$ cat src/rtl/phase_link_pkg.sv
package phase_link_pkg;

    typedef enum logic [0:0] {
        ST_IDLE,
        ST_COLLECT
    } rx_state_e;

    // successor in the reference Gray cycle 00 -> 01 -> 11 -> 10 -> 00
    function automatic logic [1:0] gray_succ(input logic [1:0] g);
        logic [1:0] r;
        unique case (g)
            2'b00:   r = 2'b01;
            2'b01:   r = 2'b11;
            2'b11:   r = 2'b10;
            default: r = 2'b00;
        endcase
        return r;
    endfunction

endpackage

$ cat src/rtl/plr_sync.sv
module plr_sync #(
    parameter int W      = 2,
    parameter int STAGES = 2
) (
    input  logic         clk,
    input  logic         rst_n,
    input  logic [W-1:0] d,
    output logic [W-1:0] q
);
    logic [W-1:0] stg [STAGES];

    always_ff @(posedge clk or negedge rst_n) begin
        if (!rst_n) begin
            for (int i = 0; i < STAGES; i++) stg[i] <= '0;
        end else begin
            stg[0] <= d;
            for (int i = 1; i < STAGES; i++) stg[i] <= stg[i-1];
        end
    end

    assign q = stg[STAGES-1];
endmodule

$ cat src/rtl/plr_ref_track.sv
module plr_ref_track
    import phase_link_pkg::*;
(
    input  logic       clk,
    input  logic       rst_n,
    input  logic [1:0] ref_s,
    output logic [1:0] ref_cur,
    output logic       step_ok,
    output logic       step_bad
);
    logic moved;

    always_comb begin
        moved    = (ref_s != ref_cur);
        step_ok  = moved && (ref_s == gray_succ(ref_cur));
        step_bad = moved && !step_ok;
    end

    // follow the wire on every move so one bad move flags once
    always_ff @(posedge clk or negedge rst_n) begin
        if (!rst_n)     ref_cur <= 2'b00;
        else if (moved) ref_cur <= ref_s;
    end
endmodule

$ cat src/rtl/plr_pair_decode.sv
module plr_pair_decode (
    input  logic [1:0] ref_v,
    input  logic [1:0] pair,
    output logic       bit_v,
    output logic       bit_ok
);
    always_comb begin
        bit_v  = (pair == ~ref_v);
        bit_ok = (pair == ref_v) || (pair == ~ref_v);
    end
endmodule

$ cat src/rtl/plr_word_decode.sv
module plr_word_decode #(
    parameter int N_BITS = 8
) (
    input  logic [1:0]          ref_v,
    input  logic [2*N_BITS-1:0] sym,
    output logic [N_BITS-1:0]   word,
    output logic                all_ok
);
    logic [N_BITS-1:0] oks;

    for (genvar i = 0; i < N_BITS; i++) begin : g_bit
        plr_pair_decode u_pair (
            .ref_v  (ref_v),
            .pair   (sym[2*i+1:2*i]),
            .bit_v  (word[i]),
            .bit_ok (oks[i])
        );
    end

    assign all_ok = &oks;
endmodule

$ cat src/rtl/phase_link_rx.sv
module phase_link_rx
    import phase_link_pkg::*;
#(
    parameter int N_BITS      = 8,
    parameter int TIMEOUT     = 8,
    parameter int SYNC_STAGES = 2
) (
    input  logic                clk,
    input  logic                rst_n,
    input  logic [1:0]          ref_in,
    input  logic [2*N_BITS-1:0] sym_in,
    output logic [N_BITS-1:0]   word_out,
    output logic                word_vld,
    output logic                link_err
);
    localparam int CNT_W = (TIMEOUT > 1) ? $clog2(TIMEOUT) : 1;
    localparam logic [CNT_W-1:0] CNT_LAST = CNT_W'(TIMEOUT - 1);

    logic [1:0]          ref_s, ref_cur;
    logic [2*N_BITS-1:0] sym_s;
    logic                step_ok, step_bad, all_ok;
    logic [N_BITS-1:0]   word_dec;

    rx_state_e           st, st_nx;
    logic [CNT_W-1:0]    cnt, cnt_nx;
    logic                rel, expire, restart;

    plr_sync #(.W(2), .STAGES(SYNC_STAGES)) u_sync_ref (
        .clk(clk), .rst_n(rst_n), .d(ref_in), .q(ref_s)
    );

    plr_sync #(.W(2*N_BITS), .STAGES(SYNC_STAGES)) u_sync_sym (
        .clk(clk), .rst_n(rst_n), .d(sym_in), .q(sym_s)
    );

    plr_ref_track u_track (
        .clk(clk), .rst_n(rst_n), .ref_s(ref_s),
        .ref_cur(ref_cur), .step_ok(step_ok), .step_bad(step_bad)
    );

    plr_word_decode #(.N_BITS(N_BITS)) u_dec (
        .ref_v(ref_cur), .sym(sym_s), .word(word_dec), .all_ok(all_ok)
    );

    // state register
    always_ff @(posedge clk or negedge rst_n) begin
        if (!rst_n) begin
            st  <= ST_IDLE;
            cnt <= '0;
        end else begin
            st  <= st_nx;
            cnt <= cnt_nx;
        end
    end

    // next state
    always_comb begin
        st_nx   = st;
        cnt_nx  = cnt;
        rel     = 1'b0;
        expire  = 1'b0;
        restart = 1'b0;
        unique case (st)
            ST_IDLE: begin
                if (step_ok) begin              // open
                    st_nx  = ST_COLLECT;
                    cnt_nx = '0;
                end
            end
            ST_COLLECT: begin
                if (step_bad) begin             // abort
                    st_nx = ST_IDLE;
                end else if (step_ok) begin     // restart
                    restart = 1'b1;
                    cnt_nx  = '0;
                end else if (all_ok) begin      // release
                    rel   = 1'b1;
                    st_nx = ST_IDLE;
                end else if (cnt == CNT_LAST) begin // expire
                    expire = 1'b1;
                    st_nx  = ST_IDLE;
                end else begin
                    cnt_nx = cnt + 1'b1;
                end
            end
            default: st_nx = ST_IDLE;
        endcase
    end

    // outputs
    always_ff @(posedge clk or negedge rst_n) begin
        if (!rst_n) begin
            word_vld <= 1'b0;
            word_out <= '0;
            link_err <= 1'b0;
        end else begin
            word_vld <= rel;
            if (rel) word_out <= word_dec;
            link_err <= link_err | step_bad | expire | restart;
        end
    end
endmodule

$ cat config.mk
export PLATFORM = sky130hd
export DESIGN_NAME = phase_link_rx
export DESIGN_NICKNAME = d
export VERILOG_FILES = /design/src/rtl/phase_link_pkg.sv /design/src/rtl/plr_sync.sv /design/src/rtl/plr_ref_track.sv /design/src/rtl/plr_pair_decode.sv /design/src/rtl/plr_word_decode.sv /design/src/rtl/phase_link_rx.sv
export SDC_FILE = /design/constraint.sdc
export NUM_CORES = 1
export LEC_CHECK = 0
export BUFFER_PORTS_ARGS = -buffer_cell sky130_fd_sc_hd__buf_4
export CAP_MARGIN = 10
export CORE_MARGIN = 2
export CORE_UTILIZATION = 40
export DETAILED_ROUTE_END_ITERATION = 10
export GPL_TIMING_DRIVEN = 0
export PLACE_DENSITY = 0.69
export SYNTH_ARGS = -nofsm -noshare
export SYNTH_HDL_FRONTEND = slang
export SYNTH_SLANG_ARGS = --single-unit
$ cat constraint.sdc
create_clock -name clk -period 2.1 [get_ports clk]
set_clock_uncertainty 0.15 [all_clocks]
set_input_delay 0.105 -clock clk [delete_from_list [all_inputs] [get_ports clk]]
set_output_delay 0.105 -clock clk [all_outputs]
set_load 0.1 [all_outputs]
Word level (Yosys, flattened, before mapping)
Index checks and enable logic that the tools add are counted.
- register bits after elaboration: 52
- input bits: 20
- output and inout port bits: 10
- add/sub/neg operators: 1
- equal/unequal tests: 25
- muxes and demuxes: 24
- bitwise logic cells: 5
- reductions and logical operators: 14
- operators by type and width (kind ; count):
    2-bit equality test ; 17
    1-bit 2-to-1 mux ; 16
    3-bit 2-to-1 mux ; 5
    1-bit logical OR ; 8
    8-bit AND reduction ; 1
    3-bit != test, second input constant ; 2
    2-bit one-hot mux with 3 select lines ; 1
    3-bit one-hot mux with 2 select lines ; 1
    2-bit != test, second input constant ; 2
    4-bit AND reduction ; 1
    3-bit by 1-bit adder with 3-bit output, second input constant ; 1
    3-bit equality test, second input constant ; 1
    1-bit bitwise OR ; 3
    2-bit by 1-bit equality test with 1-bit output, second input constant ; 1
    2-bit equality test, second input constant ; 1
    1-bit logical AND ; 2
    2-bit logical NOT ; 1
    2-bit != test ; 1
    2-bit inverter ; 1
    1-bit one-hot mux with 2 select lines ; 1
    1-bit logical NOT ; 1
    1-bit inverter ; 1

Depth between registers and ports, before layout
- depth in word-level cells: 10
- gate-level depth with buffers: 6
- mapped depth without buffers: 5

By module
From an unflattened synthesis, not the netlist that was laid out.
- cells, all modules: 143
- area total of the unflattened synthesis: 2003.2 um2
- modules (own cells, without submodules) (module ; times used ; cells each ; area each (um2)):
    plr_sync at u_sync_sym ; 1 ; 48 ; 920.9
    phase_link_rx ; 1 ; 41 ; 586.8
    plr_pair_decode ; 8 ; 4 ; 30.0
    plr_ref_track ; 1 ; 13 ; 123.9
    plr_sync at u_sync_ref ; 1 ; 6 ; 115.1
    plr_word_decode ; 1 ; 3 ; 16.3

Worst setup path before layout
Ideal clock, no wire load.
- path type: register to register
- start point: reg u_track.ref_cur[0]
- end point: reg word_out[0]
- data arrival time: 1779 ps
- setup slack: 46 ps
- cell stages (with the launch flop): 7
- buffers on the path: 1
- clock period less this slack: 2054 ps
- path through: dfrtp_1 -> buf_6 -> xor2_2 -> nor4_2 -> mux2i_1 -> nor3_4 -> mux2_2
- word-level cells in the longest chain between the ends: 8
- ends and longest elaborated chain (element ; line ; source):
    start, declared ; plr_ref_track.sv:7 ; output logic [1:0] ref_cur,
    start signal, assigned ; plr_ref_track.sv:22 ; else if (moved) ref_cur <= ref_s;
    2-bit equality test (tied with other cells) ; phase_link_pkg.sv:11 ; unique case (g)
    2-bit one-hot mux with 3 select lines or 2-bit equality test (tied branches) ; phase_link_pkg.sv:11, plr_pair_decode.sv:9 ;
    2-bit equality test or 1-bit logical OR (tied branches) ; plr_ref_track.sv:15, plr_pair_decode.sv:9 ;
    1-bit logical AND or 8-bit AND reduction (tied branches) ; plr_ref_track.sv:15, plr_word_decode.sv:20 ;
    1-bit logical NOT or 1-bit 2-to-1 mux (tied branches) ; plr_ref_track.sv:16, phase_link_rx.sv:76 ;
    1-bit logical AND or 1-bit 2-to-1 mux (tied branches) ; plr_ref_track.sv:16, phase_link_rx.sv:73 ;
    1-bit 2-to-1 mux * ; phase_link_rx.sv:71 ; if (step_bad) begin
    1-bit 2-to-1 mux * ; phase_link_rx.sv:63 ; unique case (st)
    net rel ; phase_link_rx.sv:26 ; logic rel, expire, restart;
    end signal, assigned ; phase_link_rx.sv:98 ; if (rel) word_out <= word_dec;
    end, declared ; phase_link_rx.sv:12 ; output logic [N_BITS-1:0] word_out,
Mark *: on every way through the listed nets, which the timed path passes. The rest lies on a longest branch.
A chain may end at the register's enable or synchronous reset.

Worst setup path in the final report
- start point: reg u_sync_sym.stg (netlist bit u_sync_sym.q[11])
- end point: reg word_out[4]
- word-level cells in the longest chain between the ends: 7
- ends and longest elaborated chain (element ; line ; source):
    start, declared ; plr_sync.sv:10 ; logic [W-1:0] stg [STAGES];
    2-bit equality test ; plr_pair_decode.sv:9 ; bit_ok = (pair == ref_v) || (pair == ~ref_v);
    1-bit logical OR * ; plr_pair_decode.sv:9 ;
    8-bit AND reduction * ; plr_word_decode.sv:20 ; assign all_ok = &oks;
    1-bit 2-to-1 mux * ; phase_link_rx.sv:76 ; end else if (all_ok) begin
    1-bit 2-to-1 mux * ; phase_link_rx.sv:73 ; end else if (step_ok) begin
    1-bit 2-to-1 mux * ; phase_link_rx.sv:71 ;
    1-bit 2-to-1 mux * ; phase_link_rx.sv:63 ;
    net rel ; phase_link_rx.sv:26 ;
Marked as above.

==> flow_summary.ini <==
[run_status]
outcome = finished clean

[floorplan]
dieArea_mm2 = 0.00545
dieHeight_um = 73.9
start_util_pct = 41.3
die_w_um = 73.9
io_pins = 30
core_area_mm2 = 0.00472
num_rows = 25

[setup_path]
startpoint = u_sync_sym.q[11]
worstPathRequired_ns = 2.13
crit_chain = xnor2_2, nor4_4, a2bb2oi_4, nor3_4, buf_6, mux2_2
worstSetupStartpointType = flop
cpPeakStageDelay_ns = 0.43
path_class = flop to flop
rr_startpoint = u_sync_sym.q[11]
crit_fanout = 5
cp_slowest_cell = dfrtp_1
cp-end-kind = flop
worstPathArrival_ns = 2.07
cp_top_family = simple AND/OR/NAND/NOR gates
crit_buf_inv = 1

[power]
vdd_drop_max_mv = 0.416
power.leakage_nw = 1.23
p_per_area_mw_per_mm2 = 742

[timing]
slew_headroom_pct = 58.0
min_period_over_period_pct = 97.1
layout_min_cycle_time_ns = 2.04
finalHoldViolCount = 0
fin_ws_ns = 0.0609
setup_viol = 0
tightestPinTransition_ns = 0.630
fmax_ghz = 0.490
fin_setup_tns_ns = 0
drv_slew = 0

[logic_synthesis]
netlist_area_mm2 = 0.00195
synth-edff-count = 0
ys_seq_area_share_pct = 66.7
ys_ff_latch = 52
async_reset_ff_share_pct = 100
synth_fp_nets = 160
syn_inst = 138
ys_warn_count = 0
syn_avg_cell_area_um2 = 14.1
synth_flop_cell = dfrtp_1
synth_cell_type_count = 26

[placed_design]
dp_hpwl_mm = 2.17
preCtsSetupSlack_ns = -0.257
place_congestion = 0.772
portBuffers = 29
placed_area_mm2 = 0.00225

[clocking]
clk_latency_ns = 0.30
cts_htree_levels = 2
cts_buffer_depth = 2
root_buffer = clkbuf_8
cts_buffers = 5
cts.sinks = 52
clk_pin_slew_ns = 0.09
cts_tree = built

[route]
viasPerCell = 4.40
antenna_left = 0
drtIter0Drc = 28
dr.pass1.iters = 3
wl_per_cell_um = 12.3
drc = 0
dr_total_vias = 1167
wl_mm = 3.26

[final_layout]
final_core_util_pct = 56.9
final_nets = 219
insertedDiodeCount = 0
drive_above_1_share_pct = 33.3
fin_area_mm2 = 0.00269
area_growth_pct = 37.6

[grt]
grt_max_degree = 53
grt_use_total_pct = 13.1
grt_pass1_wl_mm = 5.24
antenna_found_initial = 0
grt_overflow = 0
grt_pass1_vias = 1177

[hold_path]
hold_start = u_sync_sym.stg[17]
worst_hold_path_type = flop to flop

[job]
cap_violations = 0
-- layout make-up --
cell class,instances,area [µm²]
inverters,2,7.51
clock inverters,3,42.5
repair buffers,53,453
multi-input cells,78,699
flip-flops and latches,52,1300
clock buffers,5,68.8
fillers,373,2040
well taps,67,83.8
plain buffers,5,28.8
-- per-stage QoR --
step           hold WS (ns)  instances  power (mW)
3_5_place_dp         0.0165        234        1.30
4_1_cts               0.204        264        1.99
6_report              0.202        265        1.99
5_1_grt               0.207        265        2.10
3_3_place_gp        0.00321        234        1.28
2_1_floorplan        -0.341        138        1.22
-- cells by family (layout without fill, tap and decap cells) --
group	count (synthesis)	in the layout	synth area share [%]
buffers and inverters	8	68	2.12
adder cells (fa/ha/maj)	2	2	1.28
AO/OA/AOI/OAI	8	8	2.44
XOR/XNOR	29	29	13.4
AND/OR/NAND/NOR	27	27	7.44
flip-flops	52	52	66.7
multiplexers	12	12	6.67
-- synth_stat cells (2+ instances only) --
library cell / n / area [µm²]
clkbuf_1: 2 / 7.51
buf_2: 3 / 15.0
dfrtp_1: 52 / 1300
mux2_2: 8 / 90.1
nor2_1: 10 / 37.5
nand2_1: 6 / 22.5
o21ai_0: 4 / 20.0
mux2i_1: 4 / 40.0
nand2b_1: 3 / 18.8
xnor2_1: 23 / 201
nand3_1: 2 / 10.0
xor2_1: 5 / 43.8
inv_1: 2 / 7.51
ha_1: 2 / 25.0
-- worst paths after layout --
| kind | slack, ns | end | cells after the start |
|---|---|---|---|
| worst max-delay path | 0.06 | word_out[4] | 6 |
| worst min-delay path | 0.20 | u_sync_sym.q[1] | 0 |
| worst max register to register | 0.06 | word_out[4] | 6 |
| worst min register to register | 0.20 | u_sync_sym.q[1] | 0 |
| max in group asynchronous | 1.13 | u_track.ref_cur[1] | 2 |
| min in group asynchronous | 0.22 | u_track.ref_cur[0] | 2 |
-- registers in the layout, summed over array words and instances, names as in the netlist --
| name | flops |
|---|---|
| u_track.ref_cur | 2 |
| u_sync_sym.stg | 16 |
| word_out | 8 |
| u_sync_ref.stg | 2 |
| st | 1 |
| cnt | 3 |
| u_sync_sym.q | 16 |
| u_sync_ref.q | 2 |
| word_vld | 1 |
| link_err | 1 |
-- per-layer routing --
metal  vias to the layer above  share of wire [%]  global-route usage, %
met2                        20                 56                   21.9
met5                         -                  0                      0
met3                         5                3.1                   3.70
met1                       576                 39                   15.6
met4                         0                1.9                   5.86
li1                        566                  -                      -
-- layout by cell type, fill, tap and decap left out, types with 2 or more instances in the layout --
cell	netlist	layout
buf_6	1	3
dfrtp_1	52	51
buf_4	0	32
nand2_1	6	6
nor2_1	10	10
o21ai_0	4	4
inv_1	2	2
dlygate4sd3_1	0	19
xnor2_1	23	19
xor2_1	5	5
mux2i_1	4	3
clkbuf_8	0	5
ha_1	2	2
xnor2_2	0	4
clkbuf_1	2	2
nand2b_1	3	2
buf_2	3	2
mux2_2	8	8
-- power by group --
part           internal [mW]  switching, mW  total (mW)
combinational          0.129          0.119       0.248
sequential              1.05         0.0381        1.09
clock                  0.352          0.303       0.655
-- timing repair --
action | CTS | global route
endpoints found under the setup margin | 8 | 9
gates resized for setup | 1 | 14
gates cloned | 0 | 0
buffers inserted | 3 | 2
hold endpoints to repair | 70 | 0
pin swaps | 1 | 7
hold buffers | 19 | 0
Power figures use the tool's default switching activity.
